File: config.mk
export PLATFORM = sky130hd
export DESIGN_NAME = dual_adc_fmt
export DESIGN_NICKNAME = d
export VERILOG_FILES = /design/src/rtl/adc_fmt_pkg.sv /design/src/rtl/adc_mode_dec.sv /design/src/rtl/adc_chan_fmt.sv /design/src/rtl/adc_bus_swap.sv /design/src/rtl/dual_adc_fmt.sv
export SDC_FILE = /design/constraint.sdc
export NUM_CORES = 1
export LEC_CHECK = 0
export ABC_CLOCK_PERIOD_IN_PS = 2300
export BUFFER_PORTS_ARGS = -buffer_cell sky130_fd_sc_hd__buf_2
export CAP_MARGIN = 20
export CORE_MARGIN = 2
export CORE_UTILIZATION = 45
export DETAILED_ROUTE_END_ITERATION = 8
export GPL_TIMING_DRIVEN = 0
export MAX_ROUTING_LAYER = met4
export PLACE_DENSITY = 0.67
export SYNTH_ARGS = -nofsm -noshare
export SYNTH_HDL_FRONTEND = slang
export SYNTH_SLANG_ARGS = --single-unit
File: constraint.sdc
create_clock -name clk_i -period 2.3 [get_ports clk_i]
set_input_delay 0.23 -clock clk_i [delete_from_list [all_inputs] [get_ports clk_i]]
set_output_delay 0.23 -clock clk_i [all_outputs]
set_load 0.02 [all_outputs]
File: src/rtl/adc_fmt_pkg.sv
package adc_fmt_pkg;

  typedef enum logic [1:0] {
    PWR_RUN   = 2'd0,
    PWR_NAP   = 2'd1,
    PWR_SLEEP = 2'd2
  } pwr_e;

  typedef struct packed {
    logic twos;
    logic stab;
  } mode_cfg_t;

endpackage

File: src/rtl/adc_mode_dec.sv
module adc_mode_dec
  import adc_fmt_pkg::*;
(
  input  logic [1:0] lvl_i,
  output mode_cfg_t  cfg_o
);
  // upper half of the levels selects two's complement; middle two enable stabilizer
  always_comb begin
    cfg_o.twos = lvl_i[1];
    cfg_o.stab = lvl_i[1] ^ lvl_i[0];
  end
endmodule

File: src/rtl/adc_chan_fmt.sv
module adc_chan_fmt
  import adc_fmt_pkg::*;
#(
  parameter int DATA_W    = 12,
  parameter int NAP_CYC   = 100,
  parameter int SLEEP_CYC = 100000
) (
  input  logic              clk_i,
  input  logic              rst_ni,
  input  logic              twos_i,
  input  logic [DATA_W-1:0] smp_i,
  input  logic              ovr_i,
  input  logic              und_i,
  input  logic              shdn_i,
  input  logic              oe_off_i,
  output logic [DATA_W-1:0] dat_o,
  output logic              of_o,
  output logic              drv_o,
  output logic              valid_o
);
  localparam int MAX_CYC = (SLEEP_CYC > NAP_CYC) ? SLEEP_CYC : NAP_CYC;
  localparam int CNT_W   = $clog2(MAX_CYC + 1);
  localparam logic [CNT_W-1:0] NAP_LD   = CNT_W'(NAP_CYC - 1);
  localparam logic [CNT_W-1:0] SLEEP_LD = CNT_W'(SLEEP_CYC - 1);

  logic [DATA_W-1:0] sat, fmt;
  logic [DATA_W-1:0] dat_q;
  logic              of_q, drv_q, valid_q;
  logic [CNT_W-1:0]  cnt_q;
  pwr_e              pwr_q;

  always_comb begin
    if (ovr_i)      sat = '1;
    else if (und_i) sat = '0;
    else            sat = smp_i;
    fmt             = sat;
    fmt[DATA_W-1]   = sat[DATA_W-1] ^ twos_i;
  end

  always_ff @(posedge clk_i or negedge rst_ni) begin
    if (!rst_ni) begin
      pwr_q   <= PWR_RUN;
      cnt_q   <= '0;
      valid_q <= 1'b0;
      drv_q   <= 1'b0;
      dat_q   <= '0;
      of_q    <= 1'b0;
    end else begin
      drv_q <= !shdn_i && !oe_off_i;
      if (shdn_i) begin
        pwr_q   <= oe_off_i ? PWR_SLEEP : PWR_NAP;
        cnt_q   <= '0;
        valid_q <= 1'b0;
      end else begin
        dat_q <= fmt;
        of_q  <= ovr_i | und_i;
        if (pwr_q != PWR_RUN) begin
          pwr_q   <= PWR_RUN;
          cnt_q   <= (pwr_q == PWR_SLEEP) ? SLEEP_LD : NAP_LD;
          valid_q <= 1'b0;
        end else if (cnt_q != '0) begin
          cnt_q   <= cnt_q - CNT_W'(1);
          valid_q <= 1'b0;
        end else begin
          valid_q <= 1'b1;
        end
      end
    end
  end

  assign dat_o   = dat_q;
  assign of_o    = of_q;
  assign drv_o   = drv_q;
  assign valid_o = valid_q;

  AST_OVR_SAT: assert property (@(posedge clk_i) disable iff (!rst_ni)
    (!shdn_i && ovr_i) |=> (of_o && (dat_o[DATA_W-2:0] == '1) &&
                            (dat_o[DATA_W-1] == !$past(twos_i))));
  AST_UND_SAT: assert property (@(posedge clk_i) disable iff (!rst_ni)
    (!shdn_i && !ovr_i && und_i) |=> (of_o && (dat_o[DATA_W-2:0] == '0) &&
                                      (dat_o[DATA_W-1] == $past(twos_i))));
  AST_SHDN_QUIET: assert property (@(posedge clk_i) disable iff (!rst_ni)
    shdn_i |=> (!drv_o && !valid_o));
  AST_EXIT_WAIT: assert property (@(posedge clk_i) disable iff (!rst_ni)
    $fell(shdn_i) |=> !valid_o);
  AST_SHDN_HOLD: assert property (@(posedge clk_i) disable iff (!rst_ni)
    shdn_i |=> ($stable(dat_o) && $stable(of_o)));
endmodule

File: src/rtl/adc_bus_swap.sv
module adc_bus_swap #(
  parameter int DATA_W = 12
) (
  input  logic              swap_i,
  input  logic [DATA_W-1:0] a_dat_i,
  input  logic              a_of_i,
  input  logic [DATA_W-1:0] b_dat_i,
  input  logic              b_of_i,
  output logic [DATA_W-1:0] x_dat_o,
  output logic              x_of_o,
  output logic [DATA_W-1:0] y_dat_o,
  output logic              y_of_o
);
  always_comb begin
    if (swap_i) begin
      x_dat_o = a_dat_i; x_of_o = a_of_i;
      y_dat_o = b_dat_i; y_of_o = b_of_i;
    end else begin
      x_dat_o = b_dat_i; x_of_o = b_of_i;
      y_dat_o = a_dat_i; y_of_o = a_of_i;
    end
  end
endmodule

File: src/rtl/dual_adc_fmt.sv
module dual_adc_fmt
  import adc_fmt_pkg::*;
#(
  parameter int DATA_W    = 12,
  parameter int NAP_CYC   = 100,
  parameter int SLEEP_CYC = 100000
) (
  input  logic              clk_i,
  input  logic              rst_ni,
  input  logic [1:0]        mode_i,
  input  logic              swap_i,
  input  logic [1:0]        oe_off_i,
  input  logic [1:0]        shdn_i,
  input  logic [DATA_W-1:0] smp_a_i,
  input  logic              ovr_a_i,
  input  logic              und_a_i,
  input  logic [DATA_W-1:0] smp_b_i,
  input  logic              ovr_b_i,
  input  logic              und_b_i,
  output logic [DATA_W-1:0] bus_a_o,
  output logic              bus_a_of_o,
  output logic              bus_a_drv_o,
  output logic [DATA_W-1:0] bus_b_o,
  output logic              bus_b_of_o,
  output logic              bus_b_drv_o,
  output logic [1:0]        valid_o,
  output logic              stab_en_o
);
  localparam int NCH = 2;

  mode_cfg_t         cfg;
  logic              stab_q;
  logic [DATA_W-1:0] smp  [NCH];
  logic [DATA_W-1:0] dat  [NCH];
  logic [NCH-1:0]    ovr, und, of, drv;

  assign smp[0] = smp_a_i;
  assign smp[1] = smp_b_i;
  assign ovr    = {ovr_b_i, ovr_a_i};
  assign und    = {und_b_i, und_a_i};

  adc_mode_dec i_mode_dec (
    .lvl_i (mode_i),
    .cfg_o (cfg)
  );

  always_ff @(posedge clk_i or negedge rst_ni) begin
    if (!rst_ni) stab_q <= 1'b0;
    else         stab_q <= cfg.stab;
  end
  assign stab_en_o = stab_q;

  for (genvar g = 0; g < NCH; g++) begin : g_ch
    adc_chan_fmt #(
      .DATA_W    (DATA_W),
      .NAP_CYC   (NAP_CYC),
      .SLEEP_CYC (SLEEP_CYC)
    ) i_chan (
      .clk_i    (clk_i),
      .rst_ni   (rst_ni),
      .twos_i   (cfg.twos),
      .smp_i    (smp[g]),
      .ovr_i    (ovr[g]),
      .und_i    (und[g]),
      .shdn_i   (shdn_i[g]),
      .oe_off_i (oe_off_i[g]),
      .dat_o    (dat[g]),
      .of_o     (of[g]),
      .drv_o    (drv[g]),
      .valid_o  (valid_o[g])
    );
  end

  adc_bus_swap #(.DATA_W(DATA_W)) i_swap (
    .swap_i  (swap_i),
    .a_dat_i (dat[0]),
    .a_of_i  (of[0]),
    .b_dat_i (dat[1]),
    .b_of_i  (of[1]),
    .x_dat_o (bus_a_o),
    .x_of_o  (bus_a_of_o),
    .y_dat_o (bus_b_o),
    .y_of_o  (bus_b_of_o)
  );

  // each bus pin group belongs to its own channel's enable
  assign bus_a_drv_o = drv[0];
  assign bus_b_drv_o = drv[1];

  AST_BUS_PAIR: assert property (@(posedge clk_i) disable iff (!rst_ni)
    (bus_a_o == dat[0] && bus_a_of_o == of[0] && bus_b_o == dat[1] && bus_b_of_o == of[1]) ||
    (bus_a_o == dat[1] && bus_a_of_o == of[1] && bus_b_o == dat[0] && bus_b_of_o == of[0]));
  AST_STAB_DEC: assert property (@(posedge clk_i) disable iff (!rst_ni)
    (mode_i == 2'd0 || mode_i == 2'd3) |=> !stab_en_o);
endmodule

==> flow_metrics.tcl, run 1 <==
set metrics [dict create \
    drcViolationCount 0 \
    root_buffer "clkbuf_8" \
    p_leak_nw 1.96 \
    grt_pass1_wl_um 14200 \
    worstPathArrival_ns 2.34 \
    p_per_area_nw_per_um2 789 \
    power_frac_seq_pct 42.2 \
    p_int_mw 2.37 \
    vias_per_cell 5.48 \
    hold_slack_ns -0.0196 \
    synth_edf_count 0 \
    fin_crit_sh_pct 91.8 \
    swShare_pct 31.5 \
    r2r_cells 6 \
    finalSetupViolCount 0 \
    ys.warnings.count 0 \
    clockPowerShare_pct 34.6 \
    cap_violations 0 \
    fin_crit_ns 2.11 \
    diodes 0 \
    cts_resized 0 \
    max_freq_ghz 0.473 \
    violations "hold timing" \
    die_y_um 94.6 \
    worstMarginPinSlew_ns 0.866 \
    fillers 741 \
    layout-drive-gt1-share_pct 28.0 \
    ant_nets 0 \
    hp-class "primary input to asynchronous set/reset pin" \
    cts_tree "yes" \
    synth_cells 374 \
    synth_ff_type "dfrtp_1" \
    max-clock-path-buffers 2 \
    routed-via-count 3062 \
    final_hold_viol_count 9 \
    clk_pin_slew_ns 0.08 \
    grt_pass1_vias 2986 \
    synth-seq-area-share_pct 46.7 \
    netlist_area_um2 3700 \
    wl_per_cell_um 15.4 \
    place.detailed.hpwl_um 6190 \
    rows 33 \
    total_power_mw 3.46 \
    cts.sinks 69 \
    status "finished with violations" \
    grt_max_degree 70 \
    syn_to_final_growth_pct 18.8 \
    gr-usage-all-layers_pct 20.9 \
    stdcell_area_um2 4390 \
    final_cells 559 \
    async_flop_share_pct 100 \
    cp.required_ns 2.52 \
    cp_max_fo 6 \
    clock_latency_ns 0.35 \
    relSlewSlack_pct 42.3 \
    placed_area_um2 4160 \
    switchingPower_mw 1.09 \
    fin_skew_ns 0.0115 \
    rsz0062_at_grt "no" \
    routed_wl_um 8610 \
    syn_nets 413 \
    nets 489 \
    cts_setup_buffers 0 \
    cts_made_buffers 9 \
    finalMaxSlewViolations 0 \
    io_buffers 65 \
    die_w_um 94.6 \
    reg2reg_to "g_ch[0].i_chan.cnt_q[1]" \
    yosysUniqueCellTypes 54 \
    antenna_found_initial 0 \
    setup_tns_ns 0 \
    die_area_um2 8950 \
    pin_count 68 \
    core_um2 8090 \
    ys_ff_latch 69 \
    critPathKind "flop to flop" \
    drt_iter0_markers 198 \
    dp.cells 544 \
    htree_levels 3 \
    r2r_start "g_ch[0].i_chan.cnt_q[0]" \
    comb_power_share_pct 23.1 \
    ir_worst_vdd_v 0.000432 \
    initial_core_util_pct 45.7 \
    cp-end-kind "flop" \
    worstSetupStartpointType "flop" \
    rrSetupSlack_ns 0.19 \
    first_pass_iters 5 \
    overflow 0 \
    gp_congestion 0.837 \
    syn_area_per_cell_um2 9.88 \
]
metal layers:
metal  up-vias  track usage [%]  part of all wire, %
li1       1503                -                    -
met1      1452             27.9                   47
met2        99             32.9                   47
met3         8             3.27                  4.8
met4         0             6.52                  1.3
met5         -                -                    0
through the flow:
stage | util, % | worst slack [ns]
after floorplan | - | 0.515
after global placement | 51.3 | 0.210
after detailed placement | 51.3 | 0.149
after CTS | 54.3 | 0.136
after global routing | 54.3 | 0.0431
final | 54.3 | 0.188
state kept, by name, summed over array words and instances (netlist names):
name,cells
g_ch.i_chan.drv_o,2
stab_en_o,1
g_ch.i_chan.of_o,2
g_ch.i_chan.valid_o,2
g_ch.i_chan.cnt_q,34
g_ch.i_chan.dat_o,24
g_ch.i_chan.pwr_q,4
kinds of logic (layout without fill, tap and decap cells):
kind of cell	Yosys count	count (layout)	share of synthesized area, %
adder cells (fa/ha/maj)	2	2	0.677
buffers and inverters	28	108	3.11
AND/OR/NAND/NOR	127	127	20.1
flip-flops	69	69	46.7
multiplexers	30	30	9.04
AO/OA/AOI/OAI	100	100	16.0
XOR/XNOR	18	18	4.27
synth_stat cells, types with 3 or more instances:
| library cell | instances | area [um2] |
|---|---|---|
| dfrtp_1 | 69 | 1730 |
| a21oi_1 | 44 | 220 |
| nand2_1 | 39 | 146 |
| o21ai_0 | 32 | 160 |
| mux2_2 | 27 | 304 |
| nor2_1 | 20 | 75.1 |
| xor2_1 | 12 | 105 |
| clkbuf_1 | 11 | 41.3 |
| nor3_1 | 11 | 55.1 |
| inv_1 | 8 | 30.0 |
| or3_1 | 7 | 43.8 |
| nand3_1 | 6 | 30.0 |
| xnor2_1 | 6 | 52.6 |
| buf_1 | 5 | 18.8 |
| nand2b_1 | 5 | 31.3 |
| nand4_1 | 4 | 25.0 |
| o31ai_1 | 4 | 30.0 |
| or4_1 | 4 | 30.0 |
| a211oi_1 | 3 | 22.5 |
| a21boi_0 | 3 | 22.5 |
| and2_1 | 3 | 18.8 |
| mux2i_1 | 3 | 30.0 |
| nor2b_1 | 3 | 18.8 |
| nor3_2 | 3 | 30.0 |
| nor4_1 | 3 | 18.8 |
layout make-up:
type	count	area [um2]	share of cell area, %
sequential	69	1730	39.3
timing repair buffer	65	328	7.46
buffer	20	85.1	1.94
multi-input combinational	277	1850	42.2
clock inverter	6	113	2.56
inverter	8	30.0	0.684
tap	105	131	2.99
clock buffer	9	124	2.82
what timing repair did:
item,in CTS,in global routing
endpoints found under the hold margin,0,0
hold buffers,0,0
setup endpoints to repair,0,7
critical path, stage by stage, from the launching register on:
cell	delay, ns
dfrtp_1	0.45
inv_1	0.09
ha_1	0.22
nor2b_1	0.31
nand4_1	0.36
nor3_2	0.43
a21oi_1	0.12
how the worst max path moves through the flow:
stage | from | endpoint | cells after the start
4_1_cts | g_ch[0].i_chan.cnt_q[0] | g_ch[0].i_chan.cnt_q[4] | 6
3_3_place_gp | g_ch[0].i_chan.cnt_q[0] | g_ch[0].i_chan.cnt_q[3] | 6
5_1_grt | g_ch[0].i_chan.cnt_q[0] | g_ch[0].i_chan.cnt_q[10] | 6
3_5_place_dp | g_ch[0].i_chan.cnt_q[0] | g_ch[0].i_chan.cnt_q[4] | 6
6_report | g_ch[0].i_chan.cnt_q[0] | g_ch[0].i_chan.cnt_q[1] | 6
2_1_floorplan | g_ch[1].i_chan.cnt_q[0] | g_ch[1].i_chan.cnt_q[8] | 7
power groups by stage:
stage	registers (mW)	logic [mW]	clock network [mW]
floorplan	1.45	0.581	0
global placement	1.48	0.791	0
detailed placement	1.49	0.801	0
CTS	1.46	0.807	1.21
global route	1.48	0.890	1.26
finish	1.46	0.802	1.20
cell usage in the layout, fill, tap and decap left out, types with 4 or more instances in the layout:
cell	n
nand2_1	39
nor2_1	20
xor2_1	12
clkbuf_1	11
buf_1	5
nand2b_1	5
o21ai_0	32
o31ai_1	4
a21oi_1	44
inv_1	8
or4_1	4
clkbuf_8	9
xnor2_1	6
buf_2	66
nand3_1	6
dfrtp_1	69
nand4_1	4
mux2_2	27
or3_1	7
nor3_1	11
(Power assumes the default switching activity.)
==> run 2, diff against run 1 <==
--- a/config.mk
+++ b/config.mk
@@ -7,7 +7,6 @@
 export LEC_CHECK = 0
 export ABC_CLOCK_PERIOD_IN_PS = 2300
 export BUFFER_PORTS_ARGS = -buffer_cell sky130_fd_sc_hd__buf_2
-export CAP_MARGIN = 20
 export CORE_MARGIN = 2
 export CORE_UTILIZATION = 45
 export DETAILED_ROUTE_END_ITERATION = 8
==> constraint.sdc (replaced) <==
create_clock -name clk_i -period 2.3 [get_ports clk_i]
set_input_delay 0.46 -clock clk_i [delete_from_list [all_inputs] [get_ports clk_i]]
set_output_delay 0.46 -clock clk_i [all_outputs]
set_load 0.02 [all_outputs]
==> flow_metrics.tcl, run 2 (same netlist as run 1, synthesis figures left out) <==
set metrics [dict create \
    overflow 0 \
    worstPathArrival_ns 1.68 \
    cp_max_fo 10 \
    routed_wl_um 8570 \
    fin_crit_ns 2.14 \
    cap_violations 0 \
    nets 489 \
    max_flop_register "g_ch.i_chan.cnt_q" \
    total_power_mw 3.46 \
    rsz0062_at_grt "no" \
    die_area_um2 8950 \
    hold_slack_ns 0.216 \
    final_util_pct 54.3 \
    routed-via-count 3056 \
    ff_latch_area_um2 1730 \
    cp.required_ns 1.84 \
    r2r_cells 6 \
    drcViolationCount 0 \
    clk_pin_slew_ns 0.08 \
    stdcell_area_um2 4390 \
    final_hold_viol_count 0 \
    max-clock-path-buffers 2 \
    relSlewSlack_pct 42.9 \
    worstMarginPinSlew_ns 0.857 \
    layout-drive-gt1-share_pct 28.4 \
    cts_made_buffers 9 \
    rrSetupSlack_ns 0.18 \
    finalMaxSlewViolations 0 \
    die_y_um 94.6 \
    hp-class "primary input to asynchronous set/reset pin" \
    core_um2 8090 \
    reg2reg_to "g_ch[0].i_chan.cnt_q[4]" \
    io_buffers 65 \
    root_buffer "clkbuf_8" \
    fin_crit_sh_pct 92.9 \
    p_leak_nw 1.97 \
    wl_per_cell_um 15.3 \
    htree_levels 3 \
    vias_per_cell 5.47 \
    hold_buffers 0 \
    drt_iter0_markers 222 \
    syn_to_final_growth_pct 18.9 \
    r2r_start "g_ch[0].i_chan.cnt_q[0]" \
    clock_latency_ns 0.34 \
    initial_core_util_pct 45.7 \
    grt_pass1_vias 2986 \
    diodes 0 \
    place.detailed.hpwl_um 6190 \
    fin_skew_ns 0.00822 \
    rows 33 \
    worstSetupStartpointType "primary input" \
    cp-end-kind "output port" \
    setup_tns_ns 0 \
    finalSetupViolCount 0 \
    status "finished clean" \
    pin_count 68 \
    grt_pass1_wl_um 14200 \
    largest_reg_flops 34 \
    final_cell_mix "69 x dfrtp_1, 68 x buf_2, 44 x a21oi_1, 39 x nand2_1, 32 x o21ai_0" \
    antenna_found_initial 0 \
    critPathKind "primary input to output port" \
    cts_tree "yes" \
    p_per_area_nw_per_um2 787 \
    gr-usage-all-layers_pct 20.9 \
    cts.sinks 69 \
    multiInputGateArea_um2 1850 \
    ant_nets 0 \
    die_w_um 94.6 \
    final_common_cell "dfrtp_1" \
    grt_max_degree 70 \
    placed_area_um2 4160 \
    cts_setup_buffers 0 \
    ir_worst_vdd_v 0.000432 \
    fillers 740 \
    max_freq_ghz 0.468 \
    gp_congestion 0.837 \
    first_pass_iters 6 \
]
## run 2: cell types whose count changed in the layout (fill, tap and decap cells not counted)
cell and change:
buf_1 -2, buf_2 +2
## run 2: layout make-up
| cell class | count | area share [%] |
|---|---|---|
| multi-input combinational | 277 | 42.2 |
| sequential | 69 | 39.3 |
| timing repair buffer | 65 | 7.46 |
| tap | 105 | 2.99 |
| clock buffer | 9 | 2.82 |
| clock inverter | 6 | 2.56 |
| buffer | 20 | 1.99 |
| inverter | 8 | 0.683 |
## run 2: where the power goes
| part | switching (mW) | internal (mW) | leakage, nW |
|---|---|---|---|
| sequential | 0.138 | 1.33 | 0.875 |
| combinational | 0.465 | 0.335 | 0.986 |
| clock | 0.479 | 0.714 | 0.108 |
## run 2: metal layers
metal / track usage, % / share of wire, % / up-vias
li1: - / - / 1499
met1: 27.9 / 46 / 1452
met2: 32.9 / 47 / 97
met3: 3.27 / 4.7 / 8
met4: 6.52 / 1.3 / 0
met5: - / 0 / -
## run 2: stage by stage
stage,instances,setup slack [ns]
floorplan,374,0.331
global placement,544,-0.0351
detailed placement,544,-0.0219
CTS,559,0.136
global route,559,0.0431
finish,559,0.162
## run 2: worst max-delay path: stages
cell,delay [ns]
clkbuf_1,0.33
buf_2,0.34
mux2_2,0.38
buf_2,0.17
## run 2: worst max path at each step
stage	start	to	slack (ns)	depth (start not counted)
finish	swap_i	bus_a_o[10]	0.16	4
global route	g_ch[0].i_chan.cnt_q[0]	g_ch[0].i_chan.cnt_q[10]	0.04	6
CTS	g_ch[0].i_chan.cnt_q[0]	g_ch[0].i_chan.cnt_q[4]	0.14	6
detailed placement	swap_i	bus_b_o[1]	-0.02	4
global placement	swap_i	bus_a_o[10]	-0.04	4
floorplan	swap_i	bus_a_o[10]	0.33	3
## run 2: repair_timing
item,4_1_cts,5_1_grt
gates resized for setup,2,0
endpoints found under the setup margin,15,7
pin swaps,0,2
cloned,0,0
==> run 3, diff against run 2 <==
--- a/config.mk
+++ b/config.mk
@@ -7,12 +7,13 @@
 export LEC_CHECK = 0
 export ABC_CLOCK_PERIOD_IN_PS = 2300
 export BUFFER_PORTS_ARGS = -buffer_cell sky130_fd_sc_hd__buf_2
+export CAP_MARGIN = 20
 export CORE_MARGIN = 2
 export CORE_UTILIZATION = 45
 export DETAILED_ROUTE_END_ITERATION = 8
-export GPL_TIMING_DRIVEN = 0
+export GPL_TIMING_DRIVEN = 1
 export MAX_ROUTING_LAYER = met4
-export PLACE_DENSITY = 0.67
+export PLACE_DENSITY_LB_ADDON = 0.3
 export SYNTH_ARGS = -nofsm -noshare
 export SYNTH_HDL_FRONTEND = slang
 export SYNTH_SLANG_ARGS = --single-unit
==> flow_metrics.tcl, run 3 (same netlist as run 1, synthesis figures left out) <==
set metrics [dict create \
    rows 33 \
    worstMarginPinSlew_ns 0.589 \
    cts_tree "yes" \
    fin_crit_ns 2.07 \
    gr-usage-met3_pct 4.47 \
    p_leak_nw 1.94 \
    dp.cells 529 \
    cts_resized 0 \
    p_per_area_nw_per_um2 750 \
    total_power_mw 3.23 \
    io_buffers 67 \
    pin_count 68 \
    grt_max_degree 70 \
    htree_levels 3 \
    cp_max_fo 6 \
    diodes 0 \
    critPathKind "flop to flop" \
    rrSetupSlack_ns 0.23 \
    routed_wl_um 8260 \
    max_freq_ghz 0.484 \
    cp-end-kind "flop" \
    crit_chain "inv_1 > ha_1 > nor2b_1 > nand4_1 > nor3_2 > a21oi_1" \
    root_buffer "clkbuf_8" \
    max-clock-path-buffers 2 \
    finalSetupViolCount 0 \
    layout-drive-gt1-share_pct 28.9 \
    ant_nets 0 \
    setup_tns_ns 0 \
    overflow 0 \
    antenna_found_initial 0 \
    multiInputGateArea_um2 1850 \
    slowest_delay_ns 0.45 \
    cts.sinks 69 \
    vias_per_cell 5.52 \
    grt_pass1_vias 2954 \
    r2r_cells 6 \
    worstSetupStartpointType "flop" \
    cap_violations 0 \
    fillers 760 \
    hold_slack_ns 0.131 \
    finalMaxSlewViolations 0 \
    worstPathArrival_ns 2.27 \
    reg2reg_to "g_ch[0].i_chan.cnt_q[1]" \
    place.detailed.hpwl_um 5880 \
    die_area_um2 8950 \
    grt_use_met1_pct 29.0 \
    syn_to_final_growth_pct 16.4 \
    drt_iter0_markers 154 \
    use_met2_pct 31.3 \
    routed-via-count 3004 \
    r2r_start "g_ch[0].i_chan.cnt_q[0]" \
    fin_skew_ns 0.0108 \
    relSlewSlack_pct 60.7 \
    cts_setup_buffers 0 \
    status "finished clean" \
    initial_core_util_pct 45.7 \
    hp-class "primary input to asynchronous set/reset pin" \
    drcViolationCount 0 \
    final_hold_viol_count 0 \
    ir_worst_vdd_v 0.000358 \
    clk_pin_slew_ns 0.07 \
    hold_buffers 0 \
    die_w_um 94.6 \
    final_cells 544 \
    max_flop_register "g_ch.i_chan.cnt_q" \
    rsz0062_at_grt "no" \
    largest_reg_flops 34 \
    grt_pass1_wl_um 14200 \
    ff_latch_area_um2 1730 \
    core_um2 8090 \
    cts_made_buffers 9 \
    gr-usage-all-layers_pct 20.9 \
    wl_per_cell_um 15.2 \
    busiest_layer "met2" \
    crit_slowest_cell "dfrtp_1" \
    die_y_um 94.6 \
    fin_crit_sh_pct 89.9 \
    final_cell_mix "69 x dfrtp_1, 67 x buf_2, 44 x a21oi_1, 39 x nand2_1, 32 x o21ai_0" \
    final_common_cell "dfrtp_1" \
    nets 474 \
    gp_congestion 0.872 \
    clock_latency_ns 0.34 \
    cp.required_ns 2.51 \
    first_pass_iters 4 \
]
run 3: changes by cell type in the layout (fill, tap and decap cells not counted):
cell,change
clkbuf_1,-10
buf_1,-3
clkinvlp_4,-3
bufinv_16,-2
clkinv_2,+2
buf_12,+1
buf_2,-1
buf_4,-1
clkbuf_8,+1
clkinv_4,+1
run 3: cell type report:
| class | instances | share of cell area, % |
|---|---|---|
| clock inverters | 4 | 1.13 |
| repair buffers | 70 | 8.61 |
| well taps | 105 | 3.05 |
| clock buffers | 11 | 3.29 |
| flip-flops and latches | 69 | 40.1 |
| multi-input cells | 277 | 43.1 |
| inverters | 8 | 0.698 |
run 3: worst max path at each step:
stage,startpoint,endpoint,slack [ns],cells after the start
2_1_floorplan,swap_i,bus_a_o[10],0.33,3
3_3_place_gp,g_ch[0].i_chan.cnt_q[0],g_ch[0].i_chan.cnt_q[1],0.30,6
3_5_place_dp,g_ch[0].i_chan.cnt_q[0],g_ch[0].i_chan.cnt_q[1],0.24,6
4_1_cts,g_ch[0].i_chan.cnt_q[0],g_ch[0].i_chan.cnt_q[1],0.24,6
5_1_grt,g_ch[0].i_chan.cnt_q[0],g_ch[0].i_chan.cnt_q[1],0.04,6
6_report,g_ch[0].i_chan.cnt_q[0],g_ch[0].i_chan.cnt_q[1],0.23,6
run 3: metal layers:
metal / up-vias / wire, um
met1: 1442 / 3820
met2: 95 / 3960
met4: 0 / 23
li1: 1465 / -
met3: 2 / 456
met5: - / 0
run 3: worst max-delay path: cells and delay by family, from the launching register on:
| kind | cells | cell delay (ns) |
|---|---|---|
| compound gates | 1 | 0.13 |
| fa+ha+maj | 1 | 0.22 |
| buf+inv | 1 | 0.09 |
| simple gates | 3 | 1.06 |
| flops | 1 | 0.45 |
run 3: power by group:
group | leakage (nW) | switching [mW] | internal [mW]
clock | 0.0992 | 0.445 | 0.523
combinational | 0.969 | 0.457 | 0.333
sequential | 0.875 | 0.143 | 1.33
run 3: through the flow:
stage / utilization [%] / setup slack (ns) / instance area [um2]
final: 53.2 / 0.232 / 4300
after global routing: 53.2 / 0.0446 / 4300
after CTS: 53.2 / 0.238 / 4300
after detailed placement: 50.8 / 0.242 / 4110
after global placement: 50.8 / 0.304 / 4110
after floorplan: - / 0.331 / 3700
